File: src/rtl/ptm_pkg.sv
package ptm_pkg;

  typedef enum logic [1:0] {
    MODE_HIGH   = 2'd0,
    MODE_LOW    = 2'd1,
    MODE_PERIOD = 2'd2,
    MODE_DUAL   = 2'd3
  } meas_mode_e;

  typedef enum logic [1:0] {
    ST_IDLE = 2'd0,
    ST_ARM  = 2'd1,
    ST_RUN  = 2'd2,
    ST_RUN2 = 2'd3
  } meas_state_e;

endpackage

File: src/rtl/ptm_tick_gen.sv
module ptm_tick_gen #(
  parameter int DW = 4
) (
  input  logic          clk,
  input  logic          rst,
  input  logic [DW-1:0] div_m1,
  output logic          tick
);

  logic [DW-1:0] div_cnt_q;

  // greater-or-equal so a divider lowered mid-count still wraps at once
  assign tick = (div_cnt_q >= div_m1);

  always_ff @(posedge clk) begin
    if (rst) begin
      div_cnt_q <= '0;
    end else if (tick) begin
      div_cnt_q <= '0;
    end else begin
      div_cnt_q <= div_cnt_q + 1'b1;
    end
  end

endmodule

File: src/rtl/ptm_filter.sv
module ptm_filter #(
  parameter int SYNC_STAGES = 2,
  parameter int FILT_LEN    = 3
) (
  input  logic clk,
  input  logic rst,
  input  logic tick,
  input  logic din,
  output logic rise,
  output logic fall
);

  localparam int RW = $clog2(FILT_LEN + 1);
  localparam logic [RW-1:0] RUN_LAST = RW'(FILT_LEN - 1);

  logic [SYNC_STAGES-1:0] sync_q;
  logic                   raw;
  logic [RW-1:0]          run_q;
  logic                   filt_q;
  logic                   filt_d_q;

  generate
    if (SYNC_STAGES == 1) begin : g_sync1
      always_ff @(posedge clk) begin
        if (rst) sync_q <= '0;
        else     sync_q <= din;
      end
    end else begin : g_syncn
      always_ff @(posedge clk) begin
        if (rst) sync_q <= '0;
        else     sync_q <= {sync_q[SYNC_STAGES-2:0], din};
      end
    end
  endgenerate

  assign raw = sync_q[SYNC_STAGES-1];

  always_ff @(posedge clk) begin
    if (rst) begin
      run_q  <= '0;
      filt_q <= 1'b0;
    end else if (raw == filt_q) begin
      run_q <= '0;
    end else if (tick) begin
      if (run_q == RUN_LAST) begin
        filt_q <= raw;
        run_q  <= '0;
      end else begin
        run_q <= run_q + 1'b1;
      end
    end
  end

  always_ff @(posedge clk) begin
    if (rst) filt_d_q <= 1'b0;
    else     filt_d_q <= filt_q;
  end

  assign rise = filt_q & ~filt_d_q;
  assign fall = ~filt_q & filt_d_q;

  AST_FILT_ON_TICK: assert property (@(posedge clk) disable iff (rst)
    (filt_q != $past(filt_q)) |-> $past(tick));
  AST_FILT_FOLLOWS_RAW: assert property (@(posedge clk) disable iff (rst)
    (filt_q != $past(filt_q)) |-> (filt_q == $past(raw)));

endmodule

File: src/rtl/ptm_core.sv
module ptm_core
  import ptm_pkg::*;
#(
  parameter int CW = 16
) (
  input  logic          clk,
  input  logic          rst,
  input  logic          start,
  input  logic [1:0]    mode,
  input  logic          tick,
  input  logic          rise,
  input  logic          fall,
  output logic [CW-1:0] meas_q,
  output logic [CW-1:0] low_q,
  output logic          done_q,
  output logic          ovf_q,
  output logic          busy_q
);

  localparam logic [CW-1:0] CNT_MAX = '1;

  meas_mode_e    mode_q;
  meas_state_e   st_q;
  logic [CW-1:0] cnt_q;
  logic [CW-1:0] sum;
  logic          sat_q;
  logic          wrap;
  logic          open_evt;
  logic          close_evt;

  always_comb begin
    wrap = tick && (cnt_q == CNT_MAX);
    sum  = wrap ? CNT_MAX : cnt_q + CW'(tick);
    open_evt = (mode_q == MODE_HIGH) ? rise : fall;
    case (mode_q)
      MODE_HIGH:   close_evt = fall;
      MODE_LOW:    close_evt = rise;
      MODE_PERIOD: close_evt = fall;
      default:     close_evt = rise; // dual: mid-point in first run phase
    endcase
  end

  always_ff @(posedge clk) begin
    if (rst) begin
      st_q   <= ST_IDLE;
      mode_q <= MODE_HIGH;
      cnt_q  <= '0;
      sat_q  <= 1'b0;
      meas_q <= '0;
      low_q  <= '0;
      done_q <= 1'b0;
      ovf_q  <= 1'b0;
    end else if (start) begin
      st_q   <= ST_ARM;
      mode_q <= meas_mode_e'(mode);
      cnt_q  <= '0;
      sat_q  <= 1'b0;
      done_q <= 1'b0;
      ovf_q  <= 1'b0;
    end else begin
      case (st_q)
        ST_ARM: begin
          if (open_evt) begin
            cnt_q <= '0;
            sat_q <= 1'b0;
            st_q  <= ST_RUN;
          end
        end
        ST_RUN: begin
          cnt_q <= sum;
          sat_q <= sat_q | wrap;
          if (close_evt) begin
            if (mode_q == MODE_DUAL) begin
              low_q <= sum;
              st_q  <= ST_RUN2;
            end else begin
              meas_q <= sum;
              ovf_q  <= sat_q | wrap;
              done_q <= 1'b1;
              st_q   <= ST_IDLE;
            end
          end
        end
        ST_RUN2: begin
          cnt_q <= sum;
          sat_q <= sat_q | wrap;
          if (fall) begin
            meas_q <= sum;
            ovf_q  <= sat_q | wrap;
            done_q <= 1'b1;
            st_q   <= ST_IDLE;
          end
        end
        default: ;
      endcase
    end
  end

  assign busy_q = (st_q != ST_IDLE);

  AST_DONE_NOT_BUSY: assert property (@(posedge clk) disable iff (rst)
    done_q |-> !busy_q);
  AST_START_REARMS: assert property (@(posedge clk) disable iff (rst)
    start |=> (!done_q && !ovf_q && busy_q));
  AST_SAT_RESULT: assert property (@(posedge clk) disable iff (rst)
    (done_q && ovf_q) |-> (meas_q == CNT_MAX));
  AST_DUAL_ORDER: assert property (@(posedge clk) disable iff (rst)
    (done_q && !ovf_q && mode_q == MODE_DUAL) |-> (low_q < meas_q));
  AST_RESULT_HELD: assert property (@(posedge clk) disable iff (rst)
    (done_q && !start) |=> ($stable(meas_q) && $stable(low_q) && done_q));

endmodule

File: src/rtl/pulse_timer.sv
module pulse_timer #(
  parameter int CW          = 16,
  parameter int DW          = 4,
  parameter int FILT_LEN    = 3,
  parameter int SYNC_STAGES = 2,
  parameter int NSRC        = 3
) (
  input  logic            clk,
  input  logic            rst,
  input  logic            start,
  input  logic [1:0]      mode,
  input  logic [1:0]      src_sel,
  input  logic [NSRC-1:0] trig_in,
  input  logic [DW-1:0]   div_m1,
  output logic [CW-1:0]   meas_q,
  output logic [CW-1:0]   low_q,
  output logic            done_q,
  output logic            ovf_q,
  output logic            busy_q
);

  logic [1:0] src_q;
  logic       trig_sel;
  logic       tick;
  logic       rise;
  logic       fall;

  always_ff @(posedge clk) begin
    if (rst)        src_q <= '0;
    else if (start) src_q <= src_sel;
  end

  // codes past the last line all map onto the last line
  always_comb begin
    trig_sel = trig_in[NSRC-1];
    for (int i = 0; i < NSRC; i++) begin
      if (int'(src_q) == i) trig_sel = trig_in[i];
    end
  end

  ptm_tick_gen #(.DW(DW)) u_tick (
    .clk    (clk),
    .rst    (rst),
    .div_m1 (div_m1),
    .tick   (tick)
  );

  ptm_filter #(.SYNC_STAGES(SYNC_STAGES), .FILT_LEN(FILT_LEN)) u_filt (
    .clk  (clk),
    .rst  (rst),
    .tick (tick),
    .din  (trig_sel),
    .rise (rise),
    .fall (fall)
  );

  ptm_core #(.CW(CW)) u_core (
    .clk    (clk),
    .rst    (rst),
    .start  (start),
    .mode   (mode),
    .tick   (tick),
    .rise   (rise),
    .fall   (fall),
    .meas_q (meas_q),
    .low_q  (low_q),
    .done_q (done_q),
    .ovf_q  (ovf_q),
    .busy_q (busy_q)
  );

endmodule

File: config.mk
export PLATFORM = sky130hd
export DESIGN_NAME = pulse_timer
export DESIGN_NICKNAME = d
export VERILOG_FILES = /design/src/rtl/ptm_pkg.sv /design/src/rtl/ptm_tick_gen.sv /design/src/rtl/ptm_filter.sv /design/src/rtl/ptm_core.sv /design/src/rtl/pulse_timer.sv
export SDC_FILE = /design/constraint.sdc
export NUM_CORES = 1
export LEC_CHECK = 0
export BUFFER_PORTS_ARGS = -buffer_cell sky130_fd_sc_hd__buf_2
export CAP_MARGIN = 20
export CORE_MARGIN = 1.5
export CORE_UTILIZATION = 36
export CTS_CLUSTER_DIAMETER = 50
export DETAILED_ROUTE_END_ITERATION = 16
export GPL_TIMING_DRIVEN = 0
export SETUP_SLACK_MARGIN = 0.2
export SYNTH_ARGS = -nofsm -noshare
export SYNTH_HDL_FRONTEND = slang
export SYNTH_SLANG_ARGS = --single-unit
File: constraint.sdc
create_clock -name clk -period 3.64 [get_ports clk]
set_input_delay 0 -clock clk [delete_from_list [all_inputs] [get_ports clk]]
set_output_delay 0 -clock clk [all_outputs]
set_load 0.005 [all_outputs]
==> results.md <==
CTS:
- Clock-pin slew was measured on the worst setup and hold paths at 0.08 ns.
- The number of buffers on the longest clock path is 2.
- Clock tree synthesis selected as its root buffer the cell clkbuf_8.
- The TritonCTS clock tree is yes.
- Buffers inserted during clock tree synthesis total 9.
- The clock tree synthesis step divided the H-tree into 3 levels.
- Counting every sink on the clock net gives 67.
- The later-pin clock latency in the skew report is 0.34 ns.
- The post-CTS setup buffer count is 0.

STA:
- For the final database, setup skew stands at 0.00902 ns.
- The count of pins over their slew limit was 0.
- At the pin with the least slew margin, the transition time is 0.883 ns.
- Setup slack on the critical path of the routed design comes to 0.690 ns.
- The clock period could shrink to 2.95 ns.
- The normalized max-slew margin is 0.406.
- Setup repair after global routing left no endpoint under its margin.
- The peak clock frequency supported by timing is 0.339 GHz.
- The final-report hold violation count was 0.
- The setup violation total in the final timing report is 0.
- Of the available clock period, the critical path in the final layout requires 0.810.
- The setup TNS is 0 ns.

Critical path:
- The largest fanout of any net on the critical path is 8.
- Counting buffers and inverters, the worst setup path is 11 cells deep.
- The arrival time reported for the critical path endpoint is 3.21 ns.
- STA classifies the critical path endpoint as a flip-flop.
- The depth of the worst register-to-register path is 11.
- The highest-delay cell along the critical path is nor4_1.
- The endpoint required time on the critical path is 3.90 ns.
- Together, buffers and inverters on the worst path number 1.
- For this run, the slowest stage of the critical path takes 0.50 ns.
- The gate family responsible for the most delay along the worst path is simple AND/OR/NAND/NOR gates.
- The sort of element at the start of the critical path is a flip-flop.
- The class of the most critical setup path is reg2reg.
- The critical path goes through inv_1 -> ha_1 -> nand2b_1 -> a2111oi_4 -> nor2_2 -> ha_1 -> nand4_1 -> nor4_1 -> xor2_1 -> nor3_1 -> nor3_1.

Layout:
- At the end of the flow the core is filled with cells to 0.449.
- The multi-input combinational cells in the finished layout cover a total of 1610 um^2.
- The antenna diode instance count is 0.
- The final net count is 466.
- The share of layout cells above drive strength 1 is 0.192.
- The area growth from synthesis to layout is 19.7%.
- After filler insertion, the fill cell instance count of the layout stands at 846.
- The area of all placed cells without fillers is 3710 um^2.
- The area occupied by registers is 1340 um^2.

Drt:
- The number of iterations in the first detailed-routing pass is 4.
- The routed design has 7660 um of wire.
- In the routed design, unresolved DRC markers number 0.
- The detail route stage leaves a number of antenna-violating nets equal to 0.
- Using the TritonRoute via totals, the vias-per-cell ratio works out to 5.15.
- The wire length per cell is 13.8 um.
- The via count is 2853.
- The first routing iteration left 160 violations.

Place:
- The number of input and output port buffers inserted is 48.
- Summing all placed instances gives a cell area of 3470 um^2.
- The HPWL after detailed placement is 5540 um.
- At the end of routability-driven placement, the weighted congestion stood at 0.884.
- The worst setup timing slack at the placement stage is 0.554 ns.

Synthesis:
- Synthesis inferred 67 register bits.
- During synthesis, Yosys emitted a total of 0 warnings.
- The part of the Yosys area used for sequential elements is 0.433.
- A synthesized cell averages 8.17 um^2.
- The total standard cell area after synthesis is 3100 um^2.
- The distinct cell type count of the synthesized netlist is 38.
- The post-synth net total is 401.
- The number of standard cells after synthesis is 379.

Floorplanning:
- The area of the core region is 8260 um^2.
- In this run the vertical extent of the chip is 95.7 um.
- The starting density of the core is 0.375.
- The die covers 9160 um^2.
- The floorplan step set the die width to 95.7 um.
- The top-level I/O count is 49.
- The row count is 33.

Global route:
- The first global-routing pass estimated 12800 um of wire.
- The total routing usage reported by global routing is 0.184.
- The maximum number of pins on one net before global-route repair is 14.
- Summed over all layers, the global routing overflow is 0.
- The via count of the first global-routing pass came to 2617.
- The number of antenna violations at the first check in global routing is 0.

Power:
- The static leakage is 1.47 nW.
- The largest voltage drop on the vdd net is 0.169 mV.
- The design draws 1.40 mW.
- The power density of the placed cells is 377 nW/um^2.

Worst hold path:
- Counting instances, the worst hold path has a depth of 5.
- In this run the worst hold path is classified as in2reg.

Outcome:
- The run finished with clean final reports.

Run:
- The number of violations of the max-capacitance limit is 0.
[tightest hold or removal path, delay by kind of cell]
kind / cells / cell delay, ns
simple gates: 2 / 0.15
buf+inv: 1 / 0.07
mux: 1 / 0.05
compound gates: 1 / 0.05
[cell usage after synthesis (all sizes together)]
| master | number | area share |
|---|---|---|
| nand4 | 7 | 0.014 |
| and4 | 2 | 0.0057 |
| nand2b | 7 | 0.014 |
| and2 | 2 | 0.0040 |
| nor2b | 2 | 0.0040 |
| nor4 | 4 | 0.0081 |
| xnor2 | 10 | 0.028 |
| a21oi | 17 | 0.027 |
| mux2 | 1 | 0.0036 |
| nor2 | 70 | 0.085 |
| and3 | 1 | 0.0020 |
| a2111oi | 1 | 0.0089 |
| or2 | 3 | 0.0061 |
| or3b | 1 | 0.0028 |
| a311oi | 2 | 0.0057 |
| clkbuf | 14 | 0.017 |
| buf | 10 | 0.019 |
| nand3b | 2 | 0.0048 |
| mux2i | 8 | 0.026 |
| a31oi | 2 | 0.0040 |
| nor3 | 54 | 0.087 |
| dfxtp | 67 | 0.43 |
| nor3b | 2 | 0.0065 |
| nand2 | 16 | 0.019 |
| nor4b | 2 | 0.0077 |
| inv | 10 | 0.012 |
| a211oi | 12 | 0.036 |
| xor2 | 5 | 0.014 |
| o21a | 1 | 0.0024 |
| o21ai | 30 | 0.049 |
| nand3 | 6 | 0.0097 |
| ha | 8 | 0.032 |
[state kept, by name, indices dropped and copies added (netlist names)]
name              cells
src_q                 2
u_core.cnt_q         16
u_core.done_q         1
u_core.low_q         16
u_core.meas_q        16
u_core.mode_q         2
u_core.ovf_q          1
u_core.sat_q          1
u_core.st_q           2
u_filt.filt_d_q       1
u_filt.filt_q         1
u_filt.run_q          2
u_filt.sync_q         2
u_tick.div_cnt_q      4
[layout by cell type, fill, tap and decap left out, types with 8 or more instances in the layout]
| master | synthesis | layout |
|---|---|---|
| clkbuf_1 | 13 | 13 |
| buf_2 | 5 | 53 |
| clkbuf_8 | 0 | 9 |
| o21ai_0 | 30 | 30 |
| inv_1 | 10 | 10 |
| xnor2_1 | 10 | 10 |
| a21oi_1 | 17 | 17 |
| mux2i_1 | 8 | 8 |
| ha_1 | 8 | 8 |
| dfxtp_1 | 67 | 67 |
| nor2_1 | 70 | 69 |
| nor3_1 | 54 | 54 |
| nand2_1 | 16 | 16 |
| a211oi_1 | 8 | 8 |
[layout make-up]
| cell class | count | area share |
|---|---|---|
| multi-input cells | 278 | 0.433 |
| well taps | 105 | 0.0354 |
| plain buffers | 24 | 0.0304 |
| clock buffers | 9 | 0.0334 |
| flip-flops and latches | 67 | 0.362 |
| inverters | 10 | 0.0101 |
| clock inverters | 7 | 0.0142 |
| repair buffers | 54 | 0.0810 |
[power by group]
part / switching, mW / total (mW) / internal, mW
clock network: 0.313 / 0.565 / 0.253
logic: 0.0445 / 0.0824 / 0.0378
registers: 0.00854 / 0.750 / 0.742
total: 0.366 / 1.40 / 1.03
[routing by layer]
layer / global-route usage / vias to the layer above / wire, um / share of wire
li1: - / 1455 / - / -
met1: 0.250 / 1312 / 3710 / 0.48
met2: 0.290 / 82 / 3420 / 0.45
met3: 0.0474 / 4 / 479 / 0.063
met4: 0.0441 / 0 / 51 / 0.0067
met5: 0 / - / 0 / 0
[stage by stage]
step,instances,hold slack [ns]
finish,554,0.0112
global route,554,0.0535
detailed placement,532,0.243
CTS,554,0.00278
floorplan,379,0.143
global placement,532,0.238
[cells by family (layout without fill, tap and decap cells)]
group | Yosys count | in the layout | share of synthesized area
AOI/OAI and AO/OA | 65 | 65 | 0.133
xor gates and xnor gates | 15 | 15 | 0.0424
adders and majority gates | 8 | 8 | 0.0323
buffers and inverters | 34 | 104 | 0.0485
DFF | 67 | 67 | 0.433
muxes | 9 | 9 | 0.0295
and+or+nand+nor | 181 | 181 | 0.281
[what timing repair did]
action                                  in CTS  in global routing
resized for setup                            0                  1
hold buffers                                 6                  0
endpoints found under the setup margin       0                  1
endpoints found under the hold margin        6                  0
[path summary, 6_finish.rpt]
path,end,start,slack (ns)
worst max-delay path,u_core.low_q[15],u_tick.div_cnt_q[0],0.69
worst min-delay path,u_filt.sync_q[0],trig_in[0],0.01
worst max register to register,u_core.low_q[15],u_tick.div_cnt_q[0],0.69
worst min register to register,u_filt.sync_q[1],u_filt.sync_q[0],0.45
No activity file was read; power rests on OpenSTA's default activity.
